## config.mk

```make
export PLATFORM = sky130hd
export DESIGN_NAME = ddr_refresh_sched
export DESIGN_NICKNAME = d
export VERILOG_FILES = /design/src/rtl/ddr_ref_pkg.sv /design/src/rtl/ddr_ref_interval.sv /design/src/rtl/ddr_ref_owed.sv /design/src/rtl/ddr_ref_wait.sv /design/src/rtl/ddr_refresh_sched.sv
export SDC_FILE = /design/constraint.sdc
export NUM_CORES = 1
export LEC_CHECK = 0
export BUFFER_PORTS_ARGS = -buffer_cell sky130_fd_sc_hd__buf_2
export CORE_MARGIN = 5
export CORE_UTILIZATION = 33
export DETAILED_ROUTE_END_ITERATION = 10
export GPL_TIMING_DRIVEN = 0
export SYNTH_ARGS = -nofsm -noshare
export SYNTH_HDL_FRONTEND = slang
export SYNTH_SLANG_ARGS = --single-unit
```

## constraint.sdc

```tcl
create_clock -name clk -period 4.6 [get_ports clk]
set_input_delay 0.46 -clock clk [delete_from_list [all_inputs] [get_ports clk]]
set_output_delay 0.46 -clock clk [all_outputs]
set_load 0.05 [all_outputs]
```

## src/rtl/ddr_ref_pkg.sv

```systemverilog
package ddr_ref_pkg;

   typedef enum logic [1:0] {
      CMD_NOP  = 2'd0,
      CMD_AREF = 2'd1,
      CMD_SREF = 2'd2
   } ref_cmd_e;

   typedef enum logic [1:0] {
      ST_RUN = 2'd0,
      ST_RFC = 2'd1,
      ST_SR  = 2'd2,
      ST_XS  = 2'd3
   } ref_state_e;

   // Round a picosecond duration up to whole clock cycles.
   function automatic int ps_to_cyc(input int dur_ps, input int period_ps);
      return (dur_ps + period_ps - 1) / period_ps;
   endfunction

endpackage

```

## src/rtl/ddr_ref_interval.sv

```systemverilog
// Free-running interval timer: one tick per PERIOD enabled cycles.
module ddr_ref_interval #(
   parameter int PERIOD = 1040
) (
   input  logic clk,
   input  logic rst_n,
   input  logic run,
   input  logic clr,
   output logic tick
);
   localparam int W = (PERIOD > 1) ? $clog2(PERIOD) : 1;

   logic [W-1:0] cnt;

   assign tick = run && (cnt == W'(PERIOD - 1));

   always_ff @(posedge clk or negedge rst_n) begin
      if (!rst_n) begin
         cnt <= '0;
      end else if (clr) begin
         cnt <= '0;
      end else if (run) begin
         cnt <= tick ? '0 : cnt + 1'b1;
      end
   end
endmodule

```

## src/rtl/ddr_ref_owed.sv

```systemverilog
// Saturating count of postponed refreshes.
module ddr_ref_owed #(
   parameter int MAX_OWED = 8,
   parameter int W        = $clog2(MAX_OWED + 1)
) (
   input  logic         clk,
   input  logic         rst_n,
   input  logic         tick,
   input  logic         dec,
   input  logic         clr,
   output logic [W-1:0] cnt,
   output logic         full
);
   generate
      if (MAX_OWED == 1) begin : g_flag
         logic owed_q;
         always_ff @(posedge clk or negedge rst_n) begin
            if (!rst_n)      owed_q <= 1'b0;
            else if (clr)    owed_q <= 1'b0;
            else if (tick)   owed_q <= 1'b1;
            else if (dec)    owed_q <= 1'b0;
         end
         assign cnt  = W'(owed_q);
         assign full = owed_q;
      end else begin : g_count
         logic [W-1:0] cnt_q;
         logic [W:0]   sum;
         always_comb begin
            sum = {1'b0, cnt_q} + (W+1)'(tick) - (W+1)'(dec);
            if (sum > (W+1)'(MAX_OWED)) sum = (W+1)'(MAX_OWED);
         end
         always_ff @(posedge clk or negedge rst_n) begin
            if (!rst_n)   cnt_q <= '0;
            else if (clr) cnt_q <= '0;
            else          cnt_q <= sum[W-1:0];
         end
         assign cnt  = cnt_q;
         assign full = (cnt_q == W'(MAX_OWED));
      end
   endgenerate
endmodule

```

## src/rtl/ddr_ref_wait.sv

```systemverilog
// Saturating up-counter timing refresh and exit windows.
module ddr_ref_wait #(
   parameter int W = 8
) (
   input  logic         clk,
   input  logic         rst_n,
   input  logic         clr,
   output logic [W-1:0] cnt
);
   always_ff @(posedge clk or negedge rst_n) begin
      if (!rst_n)           cnt <= '0;
      else if (clr)         cnt <= '0;
      else if (~&cnt)       cnt <= cnt + 1'b1;
   end
endmodule

```

## src/rtl/ddr_refresh_sched.sv

```systemverilog
module ddr_refresh_sched
   import ddr_ref_pkg::*;
#(
   parameter int CLK_PERIOD_PS = 7500,
   parameter int T_REFI_NS     = 7800,
   parameter int T_RFC_NS      = 75,
   parameter int T_XSA_NS      = 75,
   parameter int T_XSR_CYC     = 200,
   parameter int MAX_OWED      = 8
) (
   input  logic                          clk,
   input  logic                          rst_n,
   input  logic                          banks_idle,
   input  logic                          ref_gnt,
   input  logic                          sr_enter,
   output logic                          ref_req,
   output logic                          ref_urgent,
   output logic [1:0]                    cmd_o,
   output logic                          cke,
   output logic                          act_ok,
   output logic                          rd_ok,
   output logic                          ref_done,
   output logic [$clog2(MAX_OWED+1)-1:0] owed_cnt
);
   localparam int REFI_CYC = ps_to_cyc(T_REFI_NS * 1000, CLK_PERIOD_PS);
   localparam int RFC_CYC  = ps_to_cyc(T_RFC_NS * 1000, CLK_PERIOD_PS);
   localparam int XSA_CYC  = ps_to_cyc(T_XSA_NS * 1000, CLK_PERIOD_PS);
   localparam int XSR_CYC  = T_XSR_CYC;
   localparam int OWED_W   = $clog2(MAX_OWED + 1);
   localparam int WAIT_MAX = (RFC_CYC > XSR_CYC) ? RFC_CYC : XSR_CYC;
   localparam int WAIT_W   = $clog2(WAIT_MAX + 1);

   generate
      if (CLK_PERIOD_PS < 1 || REFI_CYC < 2) begin : g_bad_refi
         $error("refresh interval must span at least two cycles");
      end
      if (RFC_CYC < 1 || XSA_CYC < 1) begin : g_bad_rfc
         $error("refresh and activate-exit windows must be at least one cycle");
      end
      if (XSR_CYC < XSA_CYC) begin : g_bad_xsr
         $error("read-exit window must not be shorter than activate-exit window");
      end
      if (MAX_OWED < 1) begin : g_bad_owed
         $error("owed cap must be at least one");
      end
   endgenerate

   ref_state_e          state_q;
   ref_cmd_e            cmd_q;
   logic                cke_q;
   logic                done_q;
   logic                tick;
   logic                owed_full;
   logic [OWED_W-1:0]   owed;
   logic [WAIT_W-1:0]   wcnt;
   logic                in_run, fire, go_sr, go_ar;
   logic                rfc_end, xs_end, sr_exit, wait_clr;

   always_comb begin
      in_run   = (state_q == ST_RUN);
      ref_req  = in_run && (sr_enter || (owed != '0));
      fire     = ref_req && ref_gnt && banks_idle;
      go_sr    = fire && sr_enter;
      go_ar    = fire && !sr_enter;
      rfc_end  = (state_q == ST_RFC) && (wcnt == WAIT_W'(RFC_CYC - 1));
      xs_end   = (state_q == ST_XS)  && (wcnt == WAIT_W'(XSR_CYC - 1));
      sr_exit  = (state_q == ST_SR)  && !sr_enter;
      wait_clr = go_ar || sr_exit;
   end

   ddr_ref_interval #(.PERIOD(REFI_CYC)) u_interval (
      .clk   (clk),
      .rst_n (rst_n),
      .run   (state_q != ST_SR),
      .clr   (go_sr),
      .tick  (tick)
   );

   ddr_ref_owed #(.MAX_OWED(MAX_OWED), .W(OWED_W)) u_owed (
      .clk   (clk),
      .rst_n (rst_n),
      .tick  (tick),
      .dec   (go_ar),
      .clr   (go_sr),
      .cnt   (owed),
      .full  (owed_full)
   );

   ddr_ref_wait #(.W(WAIT_W)) u_wait (
      .clk   (clk),
      .rst_n (rst_n),
      .clr   (wait_clr),
      .cnt   (wcnt)
   );

   always_ff @(posedge clk or negedge rst_n) begin
      if (!rst_n) begin
         state_q <= ST_RUN;
         cmd_q   <= CMD_NOP;
         cke_q   <= 1'b1;
         done_q  <= 1'b0;
      end else begin
         cmd_q  <= CMD_NOP;
         done_q <= 1'b0;
         unique case (state_q)
            ST_RUN: begin
               if (go_sr) begin
                  state_q <= ST_SR;
                  cmd_q   <= CMD_SREF;
                  cke_q   <= 1'b0;
               end else if (go_ar) begin
                  state_q <= ST_RFC;
                  cmd_q   <= CMD_AREF;
                  done_q  <= 1'b1;
               end
            end
            ST_RFC: if (rfc_end) state_q <= ST_RUN;
            ST_SR: begin
               if (sr_exit) begin
                  state_q <= ST_XS;
                  cke_q   <= 1'b1;
               end
            end
            ST_XS: if (xs_end) state_q <= ST_RUN;
            default: state_q <= ST_RUN;
         endcase
      end
   end

   assign cmd_o      = cmd_q;
   assign cke        = cke_q;
   assign ref_done   = done_q;
   assign owed_cnt   = owed;
   assign ref_urgent = owed_full;
   assign rd_ok      = in_run;
   assign act_ok     = !owed_full &&
                       (in_run || ((state_q == ST_XS) && (wcnt >= WAIT_W'(XSA_CYC))));
endmodule

```

# Yosys cells after proc, flatten, opt, wreduce, memory -nomap -nowiden
# Index checks and enable logic that the tools add are counted.
word_totals:
  out_inout_bits: 12
  reg_bits: 29
  wordCells: 72
  inputBits: 5
classes:
  magnitude_cmp: 2
  eq_ne: 14
  reduce_logical: 23
  n_addsub: 4
  n_mux: 22
op_table:
  columns: ["operator", "count"]
  rows:
  - ["2-to-1 mux 11 bit", 3]
  - ["2-to-1 mux 8 bit", 2]
  - ["2-to-1 mux 2 bit", 7]
  - ["adder 11 x 1 -> 11 bit, second input constant", 1]
  - ["equality test 11 bit, second input constant", 1]
  - ["logical AND 1 bit", 11]
  - ["adder 8 x 1 -> 8 bit, second input constant", 1]
  - ["equality test 8 x 4 -> 1 bit, second input constant", 1]
  - ["equality test 8 bit, second input constant", 1]
  - [">= comparator 8 x 4 -> 1 bit, second input constant", 1]
  - ["2-to-1 mux 4 bit", 2]
  - ["inequality test 2 bit, second input constant", 4]
  - ["case mux 2 bit (4 select lines)", 1]
  - ["AND reduction 8 bit", 1]
  - ["2-to-1 mux 1 bit", 6]
  - ["adder 4 x 1 -> 5 bit", 1]
  - ["> comparator 5 x 4 -> 1 bit, second input constant", 1]
  - ["subtractor 5 x 1 -> 5 bit", 1]
  - ["equality test 2 bit, second input constant", 2]
  - ["equality test 4 bit, second input constant", 1]
  - ["inequality test 2 x 1 -> 1 bit, second input constant", 2]
  - ["AND reduction 4 bit", 1]
  - ["nonzero test 2 bit", 2]
  - ["nonzero test 4 bit", 1]
  - ["7 further kinds", 10]

# Logic depth before layout (Yosys ltp)
# Gate-level depths: netlist of run 1.
depth:
  word_depth: 10
  ltp_mapped: 13
  depth_no_buf: 13

# Hierarchy
# From an unflattened synthesis of run 1, not the netlist that was laid out.
hier_totals:
  cells_unflattened: 185
  hier_area_um2: 1725.4
modules_own_cells:
  columns: ["module", "area_per_inst_um2", "seq_area_each_um2", "cells_per_inst", "n_inst"]
  rows:
  - ["ddr_ref_interval", 658.1, 275.3, 66, 1]
  - ["ddr_ref_wait", 431.7, 200.2, 48, 1]
  - ["ddr_refresh_sched", 320.3, 126.4, 39, 1]
  - ["ddr_ref_owed", 315.3, 100.1, 32, 1]

# Least setup slack after synthesis of run 1
# Ideal clock, no wire load.
synth_path:
  path_kind: "register -> register"
  from: "register u_owed.g_count.cnt_q[2] (netlist: u_owed.cnt[2])"
  to: "register u_owed.g_count.cnt_q[0] (netlist: u_owed.cnt[0])"
  setup_slack_ps: 1462
  path_buffers: 0
  stages_incl_launch_ff: 14
  required_time_ps: 4516
  arrival_time_ps: 3054
  setup_ps: 84
  period_less_slack_ps: 3138
  cell_sequence: "dfrtp_1 -> inv_1 -> ha_1 -> nor4b_2 -> and4b_1 -> nor2b_1 -> ha_1 -> inv_1 -> ha_1 -> fa_1 -> nor4b_1 -> and3_1 -> o21ai_0 -> a21boi_0"
synth_via:
  elab_chain_cells: 10
  elab_cells_between_ends: 12
  classes_between: "add/sub: 2; order compare: 1; mux: 2; reduce/logical: 7"
synth_rtl:
  columns: ["element", "line_no", "text"]
  rows:
  - ["from (decl)", "ddr_ref_owed.sv:26", "logic [W-1:0] cnt_q;"]
  - ["from (signal assigned)", "ddr_ref_owed.sv:35", "else cnt_q <= sum[W-1:0];"]
  - ["nonzero test 4 bit", "ddr_refresh_sched.sv:61", "ref_req = in_run && (sr_enter || (owed != '0));"]
  - ["logical OR 1 bit", "ddr_refresh_sched.sv:61", null]
  - ["logical AND 1 bit", "ddr_refresh_sched.sv:61", null]
  - ["logical AND 1 bit (2 in a row)", "ddr_refresh_sched.sv:62", "fire = ref_req && ref_gnt && banks_idle;"]
  - ["logical AND 1 bit", "ddr_refresh_sched.sv:64", "go_ar = fire && !sr_enter;"]
  - ["subtractor 5 x 1 -> 5 bit", "ddr_ref_owed.sv:29", "sum = {1'b0, cnt_q} + (W+1)'(tick) - (W+1)'(dec);"]
  - ["> comparator 5 x 4 -> 1 bit", "ddr_ref_owed.sv:30", "if (sum > (W+1)'(MAX_OWED)) sum = (W+1)'(MAX_OWED);"]
  - ["2-to-1 mux 4 bit", "ddr_ref_owed.sv:30", null]
  - ["2-to-1 mux 4 bit (*)", "ddr_ref_owed.sv:34", "else if (clr) cnt_q <= '0;"]
# Every way passes the cells marked *; elsewhere a longest branch is shown, timed or not.
# A chain may end at the register's enable or synchronous reset.

# Worst setup path after layout of run 1
layout_path:
  from: "register u_owed.g_count.cnt_q[3] (netlist: u_owed.cnt[3])"
  to: "register u_owed.g_count.cnt_q[1] (netlist: u_owed.cnt[1])"
# Same word-level chain as after synthesis.

==> results of run 1 <==
[layout by cell type (no fill, tap or decap), types with 2 or more instances in the layout]
cell,count
dfrtp_1,27
buf_2,20
nor2_1,18
nand2_1,13
inv_1,11
ha_1,11
o21ai_0,9
nand4_1,8
nand3_1,8
and3_1,7
a21oi_1,5
xor2_1,5
nor2b_1,4
xnor2_1,4
nor4b_1,3
nor3_1,3
mux2i_1,3
clkbuf_8,3
and4b_1,2
nand2b_1,2
a21o_1,2
nand3b_1,2
a21boi_0,2
nor4_1,2
buf_6,2
o21ai_1,2
a31oi_1,2
o211ai_1,2
or3_1,2
[final cells by class]
cell class	count	area, um2	area share (%)
Buffer	7	50.0	2.56
Clock buffer	3	41.3	2.11
Clock inverter	1	30.0	1.53
Inverter	11	41.3	2.11
Multi-Input combinational cell	135	926	47.3
Sequential cell	28	702	35.8
Tap cell	70	87.6	4.47
Timing Repair Buffer	16	80.1	4.09
[final timing paths]
path / from / end / slack (ns) / depth (start not counted)
setup reg to reg: u_owed.cnt[3]$_DFF_PN0_ / u_owed.cnt[1]$_DFF_PN0_ / 1.37 / 13
hold / removal: rst_n / u_wait.cnt[1]$_DFFE_PN0P_ / 0.19 / 1
hold reg to reg: u_interval.cnt[9]$_DFFE_PN0P_ / u_interval.cnt[9]$_DFFE_PN0P_ / 0.53 / 1
setup / recovery: u_owed.cnt[3]$_DFF_PN0_ / u_owed.cnt[1]$_DFF_PN0_ / 1.37 / 13
min in group clk: sr_enter / cmd_o[0]$_DFF_PN0_ / 0.45 / 2
max in group asynchronous: rst_n / u_wait.cnt[5]$_DFFE_PN0P_ / 4.00 / 1
[sequential cells by signal, summed over array words and instances, names as in the netlist]
register / cells
u_interval.cnt: 11
u_wait.cnt: 8
cke: 1
state_q: 2
cmd_o: 2
u_owed.cnt: 4
[worst max-delay path, cell delays in order, from the launching register on]
cell	delay, ns
dfrtp_1	0.45
inv_1	0.10
ha_1	0.16
nor4b_2	0.23
and4b_1	0.26
nor2b_1	0.14
ha_1	0.27
inv_1	0.04
ha_1	0.22
fa_1	0.43
nor4b_1	0.29
and3_1	0.20
o21ai_0	0.13
a21boi_0	0.22
[routing by layer]
| layer | share of wire (%) | vias up | wire [um] | global-route usage [%] |
|---|---|---|---|---|
| met2 | 46 | 22 | 1600 | 19.5 |
| met5 | 0 | - | 0 | 0 |
| met1 | 51 | 657 | 1790 | 14.8 |
| met3 | 2.2 | 2 | 77 | 1.95 |
| li1 | - | 690 | - | - |
| met4 | 0.35 | 0 | 12 | 2.99 |
[cells by family (layout without fill, tap and decap cells)]
logic type | after synthesis | count (layout) | share of synthesized area, %
simple gates | 79 | 79 | 26.2
compound gates | 32 | 32 | 12.2
fa+ha+maj | 12 | 12 | 9.17
flops | 28 | 28 | 40.8
xor+xnor | 9 | 9 | 4.58
buf+inv | 18 | 38 | 5.31
mux | 3 | 3 | 1.75
[report_power, final]
part,switching [mW],internal (mW)
clock,0.0817,0.117
sequential,0.0565,0.306
combinational,0.228,0.138
total,0.366,0.561
==> impl_metrics.csv, run 1 <==
group,metric,value,unit
placed_design,numPortBuffers,16,
cts,clock_latency,0.28,ns
synthesis,synth.net_count,198,
placed_design,place.detailed.hpwl,2.52,mm
die,ios,17,
power_and_ir_drop,power_density,473,nW/um2
finish,fin_cells,271,
finish,final_util,38.6,%
min_path,hp-class,"in2async",
job,cap_violations,0,
die,die_w,82.2,um
synthesis,postSynthAreaPerCell,9.50,um2
global_routing,grt_max_degree,29,
sta,fin_hold_ws,0.186,ns
finish,fillCellCount,540,
status,status,"finished clean",
synthesis,synth_most_common_cell,"dfrtp_1",
drt,vias,1371,
sta,hold_viol,0,
drt,drcViolationCount,0,
synthesis,ys_warn_count,0,
synthesis,synthFlopType,"dfrtp_1",
die,dieArea,6750,um2
cts,cts_tree,"done",
global_routing,grt-ovfl-total,0,
setup_path,crit_fanout,7,
cts,cts_sinks,28,
sta,tightest_slew,0.632,ns
placed_design,postPlaceCellArea,1890,um2
cts,numCtsBuffers,3,
finish,area_growth,13.9,%
sta,max_freq,309,MHz
cts,h-tree-depth,1,
synthesis,synth_edf_count,0,
setup_path,start_kind,"flop",
power_and_ir_drop,ir_drop,0.000230,V
synthesis,synth_top_cell_by_area,"dfrtp_1",
sta,finalCriticalPeriod,3.23,ns
global_routing,grt_pass1_wl,6.02,mm
finish,diodes,0,
sta,setup_viol,0,
cts,clkSlewWorstSetupHoldPaths,0.10,ns
sta,finClkSkew,0.00517,ns
setup_path,worst-setup-path-type,"reg2reg",
drt,drtIter0Drc,56,
die,rows,26,
synthesis,seq_area_frac_synth,40.8,%
drt,postRouteWirelength,3.48,mm
synthesis,syn_inst,181,
synthesis,syn_area,1720,um2
cts,clock_tree.root_cell,"clkbuf_8",
synthesis,ys_ff_latch,28,
power_and_ir_drop,power,927,uW
synthesis,ys_types,44,
placed_design,dp_cells,267,
drt,antenna_left,0,
placed_design,post-place-ws,1.37,ns
sta,fin_crit_sh,70.3,%
finish,nNetsFinal,219,
setup_path,endpoint_kind,"flop",
global_routing,grt_use_total,11.4,%
die,core,5070,um2
sta,fin_ws,1.37,ns
drt,drt-pass1-iter-count,4,
setup_path,cp_data_required_time,4.80,ns
sta,setup_tns,0,ns
cts,post_cts_resize_count,0,
die,die_y,82.2,um
synthesis,ys_top_cells_by_count,"27 x dfrtp_1, 18 x nor2_1, 13 x nand2_1, 11 x ha_1, 11 x inv_1",
finish,stdcell_area,1960,um2
drt,wire_per_inst,12.8,um
sta,slew-limit-headroom,57.9,%
cts,cts_buffer_depth,2,
sta,rsz0062_at_grt,"false",
sta,finalMaxSlewViolations,0,
synthesis,synth_area_leaders,"dfrtp_1 39%, ha_1 8.0%, nor2_1 3.9%",
cts,post_cts_buffers,0,
global_routing,antenna_found_initial,0,
global_routing,grt_pass1_vias,1335,
cts,cts_hold_buf,0,
synthesis,yosysTopAreaCellShare,39.3,%
drt,vias_per_cell,5.06,
placed_design,place.gp.congestion,0.816,
setup_path,arrival,3.43,ns
die,start_util,33.9,%
synthesis,async_reset_ff_share,100,%
power_and_ir_drop,p_leak,0.912,nW
finish,drive_gt1_share,15.9,%
Power figures use the tool's default switching activity.
==> run 2, diff against run 1 <==
Clock period 4.6 ns to 2.8 ns, I/O delays scaled along.
==> impl_metrics.csv, run 2 (synthesized netlist as in run 1, its figures left out) <==
group,metric,value,unit
drt,drtIter0Drc,77,
drt,wire_per_inst,13.4,um
cts,cts_hold_buf,0,
finish,final_cell_mix,"25 x dfrtp_1, 20 x buf_2, 18 x nor2_1",
global_routing,grt_max_degree,29,
sta,hold_viol,0,
die,rows,26,
finish,final_util,40.4,%
sta,setup_viol,1,
setup_path,start_kind,"flop",
drt,postRouteWirelength,3.74,mm
sta,rsz0062_at_grt,"true",
finish,final_common_cell,"dfrtp_1",
drt,antenna_left,0,
status,status,"finished, violations left",
power_and_ir_drop,ir_drop,0.000313,V
drt,vias_per_cell,5.08,
finish,area_growth,19.1,%
finish,multi_input_area,962,um2
die,dieArea,6750,um2
finish,fillCellCount,524,
setup_path,arrival,3.03,ns
finish,nNetsFinal,228,
global_routing,grt-ovfl-total,0,
placed_design,numPortBuffers,16,
cts,h-tree-depth,1,
setup_path,cp_data_required_time,2.97,ns
sta,fin_crit_sh,102,%
sta,max_freq,349,MHz
drt,vias,1421,
setup_path,r2r_setup_slack,-0.06,ns
sta,fin_hold_ws,0.00413,ns
setup_path,slowest_stage,"dfrtp_2",
finish,diodes,0,
die,core,5070,um2
finish,top_regs,"u_interval.cnt: 11 flops, u_wait.cnt: 8 flops, u_owed.cnt: 4 flops",
sta,finalMaxSlewViolations,0,
drt,drcViolationCount,0,
global_routing,grt_pass1_wl,6.44,mm
finish,fin_cells,280,
die,ios,17,
sta,finalCriticalPeriod,2.86,ns
finish,largest_reg_flops,11,
die,start_util,33.9,%
sta,fin_ws,-0.0619,ns
die,die_y,82.2,um
job,cap_violations,0,
sta,finClkSkew,0.00760,ns
sta,slew-limit-headroom,56.7,%
setup_path,crit_fanout,3,
placed_design,place.gp.congestion,0.779,
drt,drt-pass1-iter-count,4,
power_and_ir_drop,power_density,725,nW/um2
finish,drive_gt1_share,23.8,%
sta,setup_tns,-0.0619,ns
setup_path,endpoint_kind,"flop",
global_routing,antenna_found_initial,0,
finish,regMostFlops,"u_interval.cnt",
placed_design,place.detailed.hpwl,2.59,mm
cts,clock_tree.root_cell,"clkbuf_8",
min_path,hp-class,"in2async",
setup_path,worst-setup-path-type,"reg2reg",
cts,numCtsBuffers,3,
power_and_ir_drop,p_leak,0.946,nW
sta,tightest_slew,0.649,ns
power_and_ir_drop,power,1.49,mW
setup_path,critPathMaxStageDelay,0.42,ns
placed_design,dp_cells,267,
cts,cts_buffer_depth,2,
finish,regArea,704,um2
cts,clkSlewWorstSetupHoldPaths,0.10,ns
cts,cts_tree,"done",
status,violations,"negative setup slack",
global_routing,grt_pass1_vias,1430,
setup_path,reg2reg_depth,13,
cts,cts_sinks,28,
cts,clock_latency,0.28,ns
setup_path,path_cells,"inv_2 -> ha_4 -> nor4b_4 -> and4b_1 -> nor2b_1 -> ha_1 -> inv_1 -> ha_2 -> fa_2 -> nor4b_2 -> and3_1 -> o21ai_1 -> and3_1",
setup_path,crit_top_cell,"and3_1",
die,die_w,82.2,um
global_routing,grt_use_total,12.2,%
-- run 2: final timing paths --
| kind | start | end |
|---|---|---|
| min reg2reg | u_interval.cnt[9]$_DFFE_PN0P_ | u_interval.cnt[9]$_DFFE_PN0P_ |
| max reg2reg | u_owed.cnt[2]$_DFF_PN0_ | u_owed.cnt[3]$_DFF_PN0_ |
| min | rst_n | u_wait.cnt[3]$_DFFE_PN0P_ |
| min in group clk | sr_enter | cmd_o[0]$_DFF_PN0_ |
| max | u_owed.cnt[2]$_DFF_PN0_ | u_owed.cnt[3]$_DFF_PN0_ |
| max in group asynchronous | rst_n | u_owed.cnt[3]$_DFF_PN0_ |
-- run 2: area by class of cell --
| class | count | share of cell area (%) |
|---|---|---|
| Multi-Input combinational cell | 135 | 47.0 |
| Sequential cell | 28 | 34.4 |
| Timing Repair Buffer | 25 | 7.21 |
| Tap cell | 70 | 4.28 |
| Clock buffer | 4 | 2.69 |
| Buffer | 7 | 2.44 |
| Inverter | 11 | 2.02 |
-- run 2: what timing repair did --
item                                    4_1_cts  5_1_grt
pin swaps                                     5        2
cloned                                        0        0
buffers inserted                              8        1
gates resized for setup                       7        0
endpoints found under the hold margin         0        0
endpoints found under the setup margin        4        4
-- run 2: routing by layer --
metal | wire length [um] | GRT usage (%)
met5 | 0 | 0
met4 | 36 | 3.49
met3 | 92 | 1.41
met2 | 1820 | 21.6
met1 | 1800 | 15.4
-- run 2: worst max-delay path: cells and delay by family (launching register included) --
kind | cells | cell delay, ns
DFF | 1 | 0.42
buffers and inverters | 2 | 0.12
and+or+nand+nor | 6 | 1.20
AOI/OAI and AO/OA | 1 | 0.07
adders and majority gates | 4 | 0.95
-- run 2: where the power goes --
| part | internal, mW | switching [mW] |
|---|---|---|
| Sequential | 0.503 | 0.0939 |
| Clock | 0.126 | 0.132 |
| Combinational | 0.243 | 0.387 |
| Total | 0.873 | 0.613 |
-- run 2: per-stage QoR --
stage	setup slack, ns	cell area [um2]
6_report	-0.0619	2050
5_1_grt	-0.205	2050
4_1_cts	-0.0482	2040
3_5_place_dp	-0.263	1910
3_3_place_gp	-0.233	1910
2_1_floorplan	-0.0644	1740
==> run 3, diff against run 2 <==
Settings changed: RECOVER_POWER from default to 50.
==> impl_metrics.csv, run 3 (synthesized netlist as in run 1, its figures left out) <==
group,metric,value,unit
global_routing,grt_use_total,12.2,%
cts,clkSlewWorstSetupHoldPaths,0.10,ns
setup_path,reg2reg_depth,13,
placed_design,place.gp.congestion,0.779,
drt,wire_per_inst,13.4,um
drt,postRouteWirelength,3.75,mm
power_and_ir_drop,power_frac_seq,40.2,%
finish,multi_input_area,962,um2
drt,drt-pass1-iter-count,4,
placed_design,dp_cells,267,
finish,area_growth,18.8,%
drt,vias,1417,
die,die_w,82.2,um
setup_path,start_kind,"flop",
finish,diodes,0,
status,violations,"max-capacitance violations, max-slew violations, negative setup slack",
die,dieArea,6750,um2
placed_design,numPortBuffers,16,
sta,slew-limit-headroom,-3.50,%
die,start_util,33.9,%
finish,largest_reg_flops,11,
finish,final_common_cell,"dfrtp_1",
cts,clock_tree.root_cell,"clkbuf_8",
die,ios,17,
cts,h-tree-depth,1,
sta,hold_viol,0,
sta,setup_viol,1,
die,die_y,82.2,um
finish,final_cell_mix,"25 x dfrtp_1, 18 x nor2_1, 15 x buf_2",
power_and_ir_drop,internal_power,872,uW
cts,cts_sinks,28,
cts,cts_buffer_depth,2,
min_path,hp-class,"in2reg",
setup_path,endpoint_kind,"flop",
setup_path,r2r-end,"u_owed.cnt[3]$_DFF_PN0_",
finish,nNetsFinal,228,
drt,antenna_left,0,
global_routing,grt_max_degree,29,
finish,regMostFlops,"u_interval.cnt",
sta,fin_crit_sh,102,%
setup_path,worst-setup-path-type,"reg2reg",
setup_path,arrival,3.03,ns
cts,clock_latency,0.28,ns
sta,finalMaxSlewViolations,29,
setup_path,cp_data_required_time,2.97,ns
power_and_ir_drop,power,1.49,mW
cts,cts_hold_buf,0,
power_and_ir_drop,p_leak,0.926,nW
drt,drcViolationCount,0,
sta,rsz0062_at_grt,"true",
global_routing,antenna_found_initial,0,
power_and_ir_drop,swShare,41.4,%
sta,finalCriticalPeriod,2.86,ns
finish,regArea,704,um2
sta,tightest_slew,1.55,ns
power_and_ir_drop,power_switching,615,uW
setup_path,rr_startpoint,"u_owed.cnt[2]$_DFF_PN0_",
finish,fin_cells,280,
sta,fin_ws,-0.0631,ns
setup_path,crit_fanout,3,
min_path,hold_end,"cmd_o[0]$_DFF_PN0_",
power_and_ir_drop,clkPwrFrac,17.5,%
finish,fillCellCount,526,
power_and_ir_drop,power_density,728,nW/um2
setup_path,r2r_setup_slack,-0.06,ns
global_routing,grt_pass1_wl,6.44,mm
status,status,"finished, violations left",
min_path,min-delay-start,"sr_enter",
sta,finClkSkew,0.00828,ns
power_and_ir_drop,ir_drop,0.000316,V
finish,drive_gt1_share,21.4,%
sta,max_freq,349,MHz
drt,drtIter0Drc,81,
min_path,holdPathStages,2,
cts,numCtsBuffers,3,
job,cap_violations,1,
die,core,5070,um2
global_routing,grt_pass1_vias,1430,
drt,vias_per_cell,5.06,
die,rows,26,
finish,top_regs,"u_interval.cnt: 11 flops, u_wait.cnt: 8 flops, u_owed.cnt: 4 flops",
cts,cts_tree,"done",
global_routing,grt-ovfl-total,0,
power_and_ir_drop,p_comb_share,42.3,%
placed_design,place.detailed.hpwl,2.59,mm
finish,final_util,40.2,%
## run 3: changes by cell type in the layout (fill, tap and decap cells not counted), sizes merged
cell,before,now
buf,32,27
clkbuf,4,9
## run 3: area by class of cell
class / instances / area share [%]
multi-input combinational: 135 / 47.1
sequential: 28 / 34.5
timing repair buffer: 25 / 6.92
tap: 70 / 4.29
clock buffer: 4 / 2.70
buffer: 7 / 2.45
inverter: 11 / 2.02
## run 3: timing repair
action / 4_1_cts / 5_1_grt
endpoints found under the setup margin: 4 / 4
buffers inserted: 8 / 1
resized for setup: 7 / 0
pin swaps: 5 / 2
## run 3: metal layers
| metal | up-vias | GRT usage (%) | share of wire [%] |
|---|---|---|---|
| li1 | 708 | - | - |
| met4 | 0 | 3.49 | 0.96 |
| met3 | 2 | 1.41 | 2.3 |
| met2 | 13 | 21.6 | 49 |
| met5 | - | 0 | 0 |
| met1 | 694 | 15.4 | 48 |
## run 3: critical path: stages (launching register included)
cell and delay, ns:
dfrtp_2 0.42, inv_2 0.08, ha_4 0.13, nor4b_4 0.20, and4b_1 0.24, nor2b_1 0.13
ha_1 0.27, inv_1 0.04, ha_2 0.18, fa_2 0.37, nor4b_2 0.23, and3_1 0.23
o21ai_1 0.07, and3_1 0.17
## run 3: how the worst max path moves through the flow
stage / cells after the start / from / slack [ns] / endpoint
detailed placement: 13 / u_owed.cnt[3]$_DFF_PN0_ / -0.26 / u_owed.cnt[1]$_DFF_PN0_
CTS: 13 / u_owed.cnt[2]$_DFF_PN0_ / -0.05 / u_owed.cnt[3]$_DFF_PN0_
global route: 13 / u_owed.cnt[2]$_DFF_PN0_ / -0.21 / u_owed.cnt[3]$_DFF_PN0_
finish: 13 / u_owed.cnt[2]$_DFF_PN0_ / -0.06 / u_owed.cnt[3]$_DFF_PN0_
floorplan: 13 / u_owed.cnt[2]$_DFF_PN0_ / -0.06 / u_owed.cnt[3]$_DFF_PN0_
global placement: 13 / u_owed.cnt[3]$_DFF_PN0_ / -0.23 / u_owed.cnt[0]$_DFF_PN0_
## run 3: power by group through the flow
stage | clock network (mW) | registers (mW) | logic (mW)
after floorplan | 0 | 0.613 | 0.457
after global placement | 0 | 0.602 | 0.601
after detailed placement | 0 | 0.606 | 0.613
after CTS | 0.265 | 0.596 | 0.634
after global routing | 0.283 | 0.609 | 0.694
final | 0.259 | 0.598 | 0.629
## run 3: stage by stage
| step | TNS, ns | hold WS (ns) | setup WS [ns] | area [um2] |
|---|---|---|---|---|
| after global routing | -0.667 | 0.286 | -0.205 | 2040 |
| final | -0.0631 | 0.284 | -0.0631 | 2040 |
| after global placement | -0.823 | 0.344 | -0.233 | 1910 |
| after floorplan | -0.234 | -0.0156 | -0.0644 | 1740 |
| after CTS | -0.0542 | 0.0361 | -0.0482 | 2040 |
| after detailed placement | -0.844 | 0.351 | -0.263 | 1910 |
